--- src/rtl/eeimg_pkg.sv ---
package eeimg_pkg;

  typedef enum logic [2:0] {
    S_IDLE,
    S_LOAD,
    S_EVAL,
    S_SUMRD,
    S_FIXWR,
    S_WRITE,
    S_RESP
  } eeState_t;

  // strobes from the sequencer to the datapath
  typedef struct packed {
    logic clrAcc;    // zero the address counter and the running sum
    logic loadWord;  // store read data in the shadow array and add it to the sum
    logic sumWord;   // add read data to the sum only
    logic stepAddr;  // advance the address counter
    logic mkFix;     // form the corrected checksum word
    logic capWr;     // capture user write address and data
    logic evalSum;   // judge the finished sum
    logic killSig;   // clear the cached signature after a write
    logic capIdx;    // capture the lookup index
    logic respond;   // produce the lookup answer
  } ctrlStrb_t;

endpackage

--- src/rtl/eeimg_ctrl.sv ---
module eeimg_ctrl
  import eeimg_pkg::*;
#(
  parameter int WORDS = 64,
  parameter int AW    = $clog2(WORDS)
) (
  input  logic          clk,
  input  logic          rstN,
  input  logic          loadStart,
  input  logic          updStart,
  input  logic          wrStart,
  input  logic          lkReq,
  input  logic [AW:0]   lkIdx,
  input  logic          imageValid,
  input  logic          memAck,
  input  logic [AW-1:0] addrCur,
  output ctrlStrb_t     strb,
  output logic          memReq,
  output logic          memWe,
  output logic          loading,
  output logic          opDone
);

  localparam logic [AW:0]   LIMIT  = (AW+1)'(WORDS);
  localparam logic [AW-1:0] LAST   = AW'(WORDS - 1);
  localparam logic [AW-1:0] PENULT = AW'(WORDS - 2);

  eeState_t st, nxt;
  logic     pend;
  logic     setPend;

  always_comb begin
    strb    = '0;
    nxt     = st;
    setPend = 1'b0;
    unique case (st)
      S_IDLE: begin
        if (wrStart) begin
          strb.capWr = 1'b1;
          nxt        = S_WRITE;
        end else if (updStart) begin
          strb.clrAcc = 1'b1;
          nxt         = S_SUMRD;
        end else if (loadStart) begin
          strb.clrAcc = 1'b1;
          nxt         = S_LOAD;
        end else if (lkReq) begin
          strb.capIdx = 1'b1;
          if (imageValid || (lkIdx >= LIMIT)) begin
            nxt = S_RESP;
          end else begin
            strb.clrAcc = 1'b1;
            setPend     = 1'b1;
            nxt         = S_LOAD;
          end
        end
      end
      S_LOAD: begin
        if (memAck) begin
          strb.loadWord = 1'b1;
          strb.stepAddr = 1'b1;
          if (addrCur == LAST) nxt = S_EVAL;
        end
      end
      S_EVAL: begin
        strb.evalSum = 1'b1;
        nxt          = pend ? S_RESP : S_IDLE;
      end
      S_SUMRD: begin
        if (memAck) begin
          strb.sumWord  = 1'b1;
          strb.stepAddr = 1'b1;
          if (addrCur == PENULT) begin
            strb.mkFix = 1'b1;
            nxt        = S_FIXWR;
          end
        end
      end
      S_FIXWR, S_WRITE: begin
        if (memAck) begin
          strb.killSig = 1'b1;
          nxt          = S_IDLE;
        end
      end
      S_RESP: begin
        strb.respond = 1'b1;
        nxt          = S_IDLE;
      end
      default: nxt = S_IDLE;
    endcase
  end

  always_ff @(posedge clk) begin
    if (!rstN) begin
      st     <= S_LOAD;
      pend   <= 1'b0;
      opDone <= 1'b0;
    end else begin
      st     <= nxt;
      opDone <= (st == S_EVAL) ||
                (((st == S_FIXWR) || (st == S_WRITE)) && memAck);
      if (setPend)            pend <= 1'b1;
      else if (st == S_RESP)  pend <= 1'b0;
    end
  end

  assign memReq  = (st == S_LOAD) || (st == S_SUMRD) ||
                   (st == S_FIXWR) || (st == S_WRITE);
  assign memWe   = (st == S_FIXWR) || (st == S_WRITE);
  assign loading = (st == S_LOAD);

endmodule

--- src/rtl/eeimg_dp.sv ---
module eeimg_dp
  import eeimg_pkg::*;
#(
  parameter int            WORDS      = 64,
  parameter int            DW         = 16,
  parameter int            AW         = $clog2(WORDS),
  parameter logic [DW-1:0] SUM_TARGET = 16'hBABA,
  parameter int            SIG_IDX    = 10,
  parameter logic [DW-1:0] SIG_MASK   = 16'hC000,
  parameter logic [DW-1:0] SIG_VALUE  = 16'h4000
) (
  input  logic          clk,
  input  logic          rstN,
  input  ctrlStrb_t     strb,
  input  logic [DW-1:0] memRdata,
  input  logic [AW-1:0] wrAddr,
  input  logic [DW-1:0] wrData,
  input  logic [AW:0]   lkIdx,
  output logic [AW-1:0] addrCur,
  output logic [DW-1:0] wdCur,
  output logic          checksumOk,
  output logic          signatureOk,
  output logic          imageValid,
  output logic          lkDone,
  output logic [DW-1:0] lkData
);

  localparam logic [AW:0] LIMIT = (AW+1)'(WORDS);

  logic [DW-1:0] shadow [WORDS];
  logic [DW-1:0] acc;
  logic [DW-1:0] accNext;
  logic [AW:0]   idxReg;
  logic          sumBad;

  assign accNext = acc + memRdata;
  assign sumBad  = (acc != SUM_TARGET);

  // one register per cached word; the signature word also takes the clears
  for (genvar g = 0; g < WORDS; g++) begin : g_word
    if (g == SIG_IDX) begin : g_sig
      always_ff @(posedge clk) begin
        if (!rstN)
          shadow[g] <= '0;
        else if (strb.loadWord && (addrCur == AW'(g)))
          shadow[g] <= memRdata;
        else if (strb.killSig || (strb.evalSum && sumBad))
          shadow[g] <= shadow[g] & ~SIG_MASK;
      end
    end else begin : g_plain
      always_ff @(posedge clk) begin
        if (!rstN)
          shadow[g] <= '0;
        else if (strb.loadWord && (addrCur == AW'(g)))
          shadow[g] <= memRdata;
      end
    end
  end

  always_ff @(posedge clk) begin
    if (!rstN) begin
      acc        <= '0;
      addrCur    <= '0;
      wdCur      <= '0;
      checksumOk <= 1'b0;
      idxReg     <= '0;
      lkDone     <= 1'b0;
      lkData     <= '0;
    end else begin
      if (strb.clrAcc)                        acc <= '0;
      else if (strb.loadWord || strb.sumWord) acc <= accNext;

      if (strb.clrAcc)        addrCur <= '0;
      else if (strb.capWr)    addrCur <= wrAddr;
      else if (strb.stepAddr) addrCur <= addrCur + 1'b1;

      if (strb.capWr)      wdCur <= wrData;
      else if (strb.mkFix) wdCur <= SUM_TARGET - accNext;

      if (strb.evalSum) checksumOk <= !sumBad;
      if (strb.capIdx)  idxReg     <= lkIdx;

      lkDone <= strb.respond;
      if (strb.respond)
        lkData <= (imageValid && (idxReg < LIMIT)) ? shadow[idxReg[AW-1:0]] : '0;
    end
  end

  assign signatureOk = ((shadow[SIG_IDX] & SIG_MASK) == SIG_VALUE);
  assign imageValid  = checksumOk && signatureOk;

endmodule

--- src/rtl/eeimg_loader.sv ---
module eeimg_loader
  import eeimg_pkg::*;
#(
  parameter int            WORDS      = 64,
  parameter int            DW         = 16,
  parameter int            AW         = $clog2(WORDS),
  parameter logic [DW-1:0] SUM_TARGET = 16'hBABA,
  parameter int            SIG_IDX    = 10,
  parameter logic [DW-1:0] SIG_MASK   = 16'hC000,
  parameter logic [DW-1:0] SIG_VALUE  = 16'h4000
) (
  input  logic          clk,
  input  logic          rstN,
  input  logic          loadStart,
  input  logic          updStart,
  input  logic          wrStart,
  input  logic [AW-1:0] wrAddr,
  input  logic [DW-1:0] wrData,
  input  logic          lkReq,
  input  logic [AW:0]   lkIdx,
  output logic          lkDone,
  output logic [DW-1:0] lkData,
  output logic          memReq,
  output logic          memWe,
  output logic [AW-1:0] memAddr,
  output logic [DW-1:0] memWdata,
  input  logic          memAck,
  input  logic [DW-1:0] memRdata,
  output logic          loading,
  output logic          imageValid,
  output logic          checksumOk,
  output logic          signatureOk,
  output logic          opDone
);

  ctrlStrb_t strb;

  eeimg_ctrl #(.WORDS(WORDS), .AW(AW)) ctrl_i (
    .clk(clk), .rstN(rstN),
    .loadStart(loadStart), .updStart(updStart), .wrStart(wrStart),
    .lkReq(lkReq), .lkIdx(lkIdx), .imageValid(imageValid),
    .memAck(memAck), .addrCur(memAddr),
    .strb(strb), .memReq(memReq), .memWe(memWe),
    .loading(loading), .opDone(opDone)
  );

  eeimg_dp #(
    .WORDS(WORDS), .DW(DW), .AW(AW), .SUM_TARGET(SUM_TARGET),
    .SIG_IDX(SIG_IDX), .SIG_MASK(SIG_MASK), .SIG_VALUE(SIG_VALUE)
  ) dp_i (
    .clk(clk), .rstN(rstN), .strb(strb), .memRdata(memRdata),
    .wrAddr(wrAddr), .wrData(wrData), .lkIdx(lkIdx),
    .addrCur(memAddr), .wdCur(memWdata),
    .checksumOk(checksumOk), .signatureOk(signatureOk), .imageValid(imageValid),
    .lkDone(lkDone), .lkData(lkData)
  );

endmodule

--- config.mk ---
export PLATFORM = sky130hd
export DESIGN_NAME = eeimg_loader
export DESIGN_NICKNAME = d
export VERILOG_FILES = /design/src/rtl/eeimg_pkg.sv /design/src/rtl/eeimg_ctrl.sv /design/src/rtl/eeimg_dp.sv /design/src/rtl/eeimg_loader.sv
export SDC_FILE = /design/constraint.sdc
export NUM_CORES = 2
export LEC_CHECK = 0
export BUFFER_PORTS_ARGS = -buffer_cell sky130_fd_sc_hd__buf_2
export CAP_MARGIN = 20
export CORE_UTILIZATION = 50
export DETAILED_ROUTE_END_ITERATION = 6
export PLACE_DENSITY_LB_ADDON = 0.25
export SYNTH_ARGS = -nofsm -noshare
export SYNTH_HDL_FRONTEND = slang
export SYNTH_SLANG_ARGS = --single-unit
--- constraint.sdc ---
create_clock -name clk -period 3.6 [get_ports clk]
set_input_delay 0.18 -clock clk [delete_from_list [all_inputs] [get_ports clk]]
set_output_delay 0.18 -clock clk [all_outputs]
set_load 0.02 [all_outputs]
* Yosys cells after proc, flatten, opt, wreduce, memory -nomap -nowiden *
Memory sizes are Yosys's and may differ from the RTL's. A register that Yosys moved wholly into a read port is not among the register bits.
Cells that the tools add are included.

cells by class
  add/subtract/negate cells = 3
  multipliers = 0
  divide/modulo/power cells = 0
  magnitude comparators = 2
  eq/ne operators = 77
  shift-type cells = 0
  mux-type cells = 310
  bitwise operators = 66
  reductions and logical operators = 85

operators with widths
  cell                                                              count
  16-bit two-way mux                                                68
  1-bit two-way mux                                                 224
  6-bit == test (second input constant)                             32
  6-bit by 5-bit == test with 1-bit output (second input constant)  16
  1-bit logical AND                                                 68
  1-bit OR                                                          65
  6-bit by 4-bit == test with 1-bit output (second input constant)  8
  3-bit two-way mux                                                 12
  6-bit by 3-bit == test with 1-bit output (second input constant)  4
  6-bit two-way mux                                                 4
  16-bit adder                                                      1
  16-bit != test (second input constant)                            1
  16-bit subtractor (first input constant)                          1
  3-bit one-hot mux with 5 select lines                             1
  6-bit by 2-bit == test with 1-bit output (second input constant)  2
  3-bit == test (second input constant)                             3
  1-bit logical OR                                                  8
  7-bit >= comparator (second input constant)                       1
  7-bit less-than comparator (second input constant)                1
  6-bit by 1-bit adder with 6-bit output (second input constant)    1
  3-bit by 2-bit == test with 1-bit output (second input constant)  2
  6-bit by 1-bit == test with 1-bit output (second input constant)  1
  6-bit zero test                                                   1
  2-bit != test (second input constant)                             3
  11 further kinds                                                  15

storage, ports and cells
  register bits after elaboration = 68
  latch bits = 0
  RAM bits = 1,024
  bits in read-only memories = 0
  bits of input ports = 52
  output and inout bits = 46
  word-level logic and storage cells = 554
  memories = 1

memory list
  memory       words  width  read ports  clocked after memory_dff  wr ports  line            source
  dp_i.shadow  64     16     2           1                         64        eeimg_dp.sv:30  logic [DW-1:0] shadow [WORDS];

* Depth between registers and ports, before layout *
  depth in word-level cells = 10
  depth in mapped cells = 10
  gate-level depth less buffers = 10

* Hierarchy *
From an unflattened synthesis, not the netlist that was laid out.

second synthesis, totals
  cell total of the unflattened synthesis = 3,367
  area, all modules = 50,825.0 sq um

modules (own cells, without submodules)
  module      times used  cells each  area each (sq um)  seq. area each (sq um)
  eeimg_dp    1           3,302       50,343.3           32,130.8
  eeimg_ctrl  1           65          481.7              100.1

* Worst setup path after synthesis *
Ideal clock, no wire load.

  path type = register to register
  start = register ctrl_i.st[0]
  end = memory dp_i.shadow[22][0], enable pin
  library setup time = 411 ps
  arrival = 2,733 ps
  data required time = 3,189 ps
  path slack = 456 ps
  cell stages (with the launch flop) = 8
  buffers on the path = 2
  clock period less this slack = 3,144 ps
  cells stage by stage = dfxtp_1 buf_2 nor2b_1 nand2_1 nor2_1 buf_2 nand3_1 o21ai_0

RTL lines
  what                    line              source
  from (decl)             eeimg_ctrl.sv:28  eeState_t st, nxt;
  from (signal assigned)  eeimg_ctrl.sv:99  st <= nxt;
  to (decl)               eeimg_dp.sv:30

* Worst setup path in the final report *
  start = register dp_i.acc[0]
  end = register dp_i.wdCur[14]

on the way
  longest elaborated chain between the ends = 4

RTL lines
  what                    line            source
  from (decl)             eeimg_dp.sv:31  logic [DW-1:0] acc;
  from (signal assigned)  eeimg_dp.sv:71  else if (strb.loadWord || strb.sumWord) acc <= accNext;
  16-bit adder            eeimg_dp.sv:36  assign accNext = acc + memRdata;
  16-bit subtractor       eeimg_dp.sv:78  else if (strb.mkFix) wdCur <= SUM_TARGET - accNext;
  16-bit two-way mux      eeimg_dp.sv:78
  16-bit two-way mux      eeimg_dp.sv:77  if (strb.capWr) wdCur <= wrData;
  to (signal assigned)    eeimg_dp.sv:77
  to (signal assigned)    eeimg_dp.sv:78
  to (decl)               eeimg_dp.sv:20  output logic [DW-1:0] wdCur,

No other way between the ends. The select of a mux whose other input is x is not followed.
A chain may end at the register's enable or synchronous reset.

==> impl_results.md <==
- Status: complete, no violations
- Placer congestion estimate: 0.927
- Ordered list of cells on the worst path: ha_1 > fa_1 > a211oi_2 > o21bai_1 > xnor2_1 > a41oi_1 > o21ai_1 > a21oi_1 > or4_1 > a31oi_1
- Total power: 29.7 mW
- Via count: 30300
- Area Overhead vs Synth: 14.1%
- Clock root buffer: clkbuf_16
- Syn nets: 3405
- Synthesized instance count: 3332
- Max Slew Vio Count: 0
- Power per Cell Area: 513 mW/mm^2
- Worst Min Path Start: lkReq
- Reg-to-Reg Start: dp_i.acc[0]
- Max-cap violations: 0
- RSZ-0062 raised after global routing: false
- Most frequent cells in the layout: and2_1, edfxtp_1, mux4_2, buf_4, nor2_1
- Setup_tns: 0 ps
- Worst-margin pin slew: roughly 1100 ps
- Initial Util: 0.505
- Tightest Hold Check Type: input port to flip-flop
- Mean Syn Cell Area: 15.2 um^2
- H-tree depth: 3
- Final wirelength: 143000 um
- Nets@finish: roughly 3600
- CP Launch Type: flip-flop
- Layout cells sized above 1: 0.233
- Mapped Area: 0.0506 mm^2
- Critical Path Source: dp_i.acc[0]
- Register Area: 0.0322 mm^2
- CP peak stage delay: 520 ps
- Clk slew on worst S/H paths: roughly 60 ps
- Peak Freq: 311 MHz
- Post-CTS setup buffers: 0
- Routed vias/inst: 6.10
- Reg2Reg Depth: 10
- Fillers: 7697
- Worst R2R End: dp_i.wdCur[14]
- First-pass GRT wire length: between 200000 and 250000 um
- Row count: 116
- Initial antenna violation count: 12
- Clock Sinks: 1098
- Worst-path maximum fanout: 7
- Worst hold endpoint: ctrl_i.st[0]
- Die Area: 0.103 mm^2
- Asr flop ratio synth: 0
- Total Routing Usage GR: 0.284
- Post-route ant nets: 0
- R2r setup slk: 390 ps
- CTS max path bufs: 3
- Slew Limit Headroom: 0.268
- IO buf count: 97
- Ys flop type: edfxtp_1
- Arr. time, crit path: 3830 ps
- Grt ovf: 0
- Core area: about 0.10 mm^2
- Post-synth EDFFs: around 1000
- Lkg Pwr: between 20 and 25 nW
- CTS tree: done
- Crit end category: flip-flop
- Final Cycle Share: 0.892
- Req. time, crit path: 4220 ps
- Critical path class: flip-flop to flip-flop
- Final Skew: around 21 ps
- Die Width: around 320 um
- Vias in the first global route: 30200
- DP Wirelength: 90800 um
- CTS Buf Count: about 110
- TritonRoute pass-1 iters: 5
- Sequential share of the synthesized area: 0.636
- Per-cell routed wire length: 28.8 um
- Final setup viols: 0
- Multi-input logic area: 0.0172 mm^2
- Final min period: roughly 3200 ps
- Hold Crit Depth: 3
- Top Ports: a little under 100
- Largest net degree at the start of global routing: 65
- Synth cell types: 64
- #FFs+latches synth: around 1100
- Clock latency on the worst-skew pair: ~700 ps
- Yosys warning count: 0
- DIE HEIGHT: 320 um
- Final Hold Violating Endpoints: 0
- Commonest non-fill, non-tap cell in the layout: and2_1
- Hold slack: about 52 ps
- # DRC: 0
- DR iter-0 viols: 4251
- Slowest-stage cell, CP: or4_1
- VDD IR max: 0.364 mV
-- cell usage after synthesis, types with 13 or more instances --
master    instances  area share
ha_1             20      0.0049
nor2_1          131      0.0097
and2_1         1030        0.13
edfxtp_1       1024        0.61
dfxtp_1          74       0.029
mux4_2          336        0.15
buf_2            25      0.0025
clkbuf_1        242       0.018
o21ai_0          86      0.0085
buf_1            28      0.0021
nand2_1          67      0.0050
nor3_1           16      0.0016
nand3_1          29      0.0029
a211oi_1         13      0.0019
a22oi_1          17      0.0025
a21oi_1          47      0.0046
-- area by class of cell --
cell class,count,share of cell area
diodes,1,0.0000433
clock buffers,172,0.0570
inverters,9,0.000584
clock inverters,40,0.00764
multi-input cells,1923,0.297
well taps,1357,0.0294
repair buffers,367,0.0502
flip-flops and latches,1098,0.558
-- metal layers --
metal | part of all wire | GRT usage
met5 | 0.000091 | 0
met1 | 0.39 | 0.398
met4 | 0.035 | 0.101
met3 | 0.097 | 0.0476
met2 | 0.47 | 0.450
-- timing repair --
item | CTS | global route
resized for setup | 0 | 1
hold buffers | 40 | 0
hold endpoints to repair | 41 | 0
endpoints found under the setup margin | 0 | 2
-- cell families (layout without fill, tap and decap cells) --
family / after synthesis / after routing / synth area share
DFF: 1098 / 1098 / 0.636
xor gates and xnor gates: 18 / 18 / 0.00326
adders and majority gates: 21 / 21 / 0.00534
and+or+nand+nor: 1326 / 1326 / 0.154
muxes: 346 / 346 / 0.151
other: 0 / 1 / 0
AOI/OAI and AO/OA: 212 / 212 / 0.0256
buffers and inverters: 311 / 588 / 0.0244
-- power by group --
part	internal (mW)	switching [mW]	total [mW]
clock network	6.92	4.92	11.8
registers	14.5	0.238	14.8
logic	1.11	1.95	3.06
total	22.6	7.11	29.7
-- sequential cells by signal, indices dropped and copies added, names as in the netlist, 3 cells and up, named ones only --
signal and cells:
dp_i.lkData 16, dp_i.idxReg 7, ctrl_i.st 3, dp_i.shadow 1024, dp_i.acc 16, dp_i.wdCur 16, dp_i.addrCur 6
-- per-stage QoR --
step                      setup slack, ps  instance area (um^2)   util  cells
after floorplan                       456                 50600      -   3332
after global placement                268                 53500  0.534   4699
after detailed placement              304                 53600  0.534   4706
after CTS                             277                 57700  0.576   4958
after global routing                 62.0                 57800  0.576   4966
final                                 389                 57800  0.576   4967
-- how the worst max path moves through the flow --
stage                         end  slack, ps  depth (start not counted)
2_1_floorplan  dp_i.shadow[22][0]        460                          7
6_report           dp_i.wdCur[14]        390                         10
4_1_cts            dp_i.wdCur[14]        280                         10
5_1_grt            dp_i.wdCur[14]         60                         10
3_3_place_gp       dp_i.wdCur[14]        270                         11
3_5_place_dp       dp_i.wdCur[14]        300                         10
-- critical path, delay by kind of cell (launching register included) --
| kind | cells | cell delay, ps |
|---|---|---|
| compound gates | 6 | 1360 |
| xor+xnor | 1 | 280 |
| fa+ha+maj | 2 | 660 |
| flops | 1 | 330 |
| simple gates | 1 | 520 |
Power figures use the tool's default switching activity.
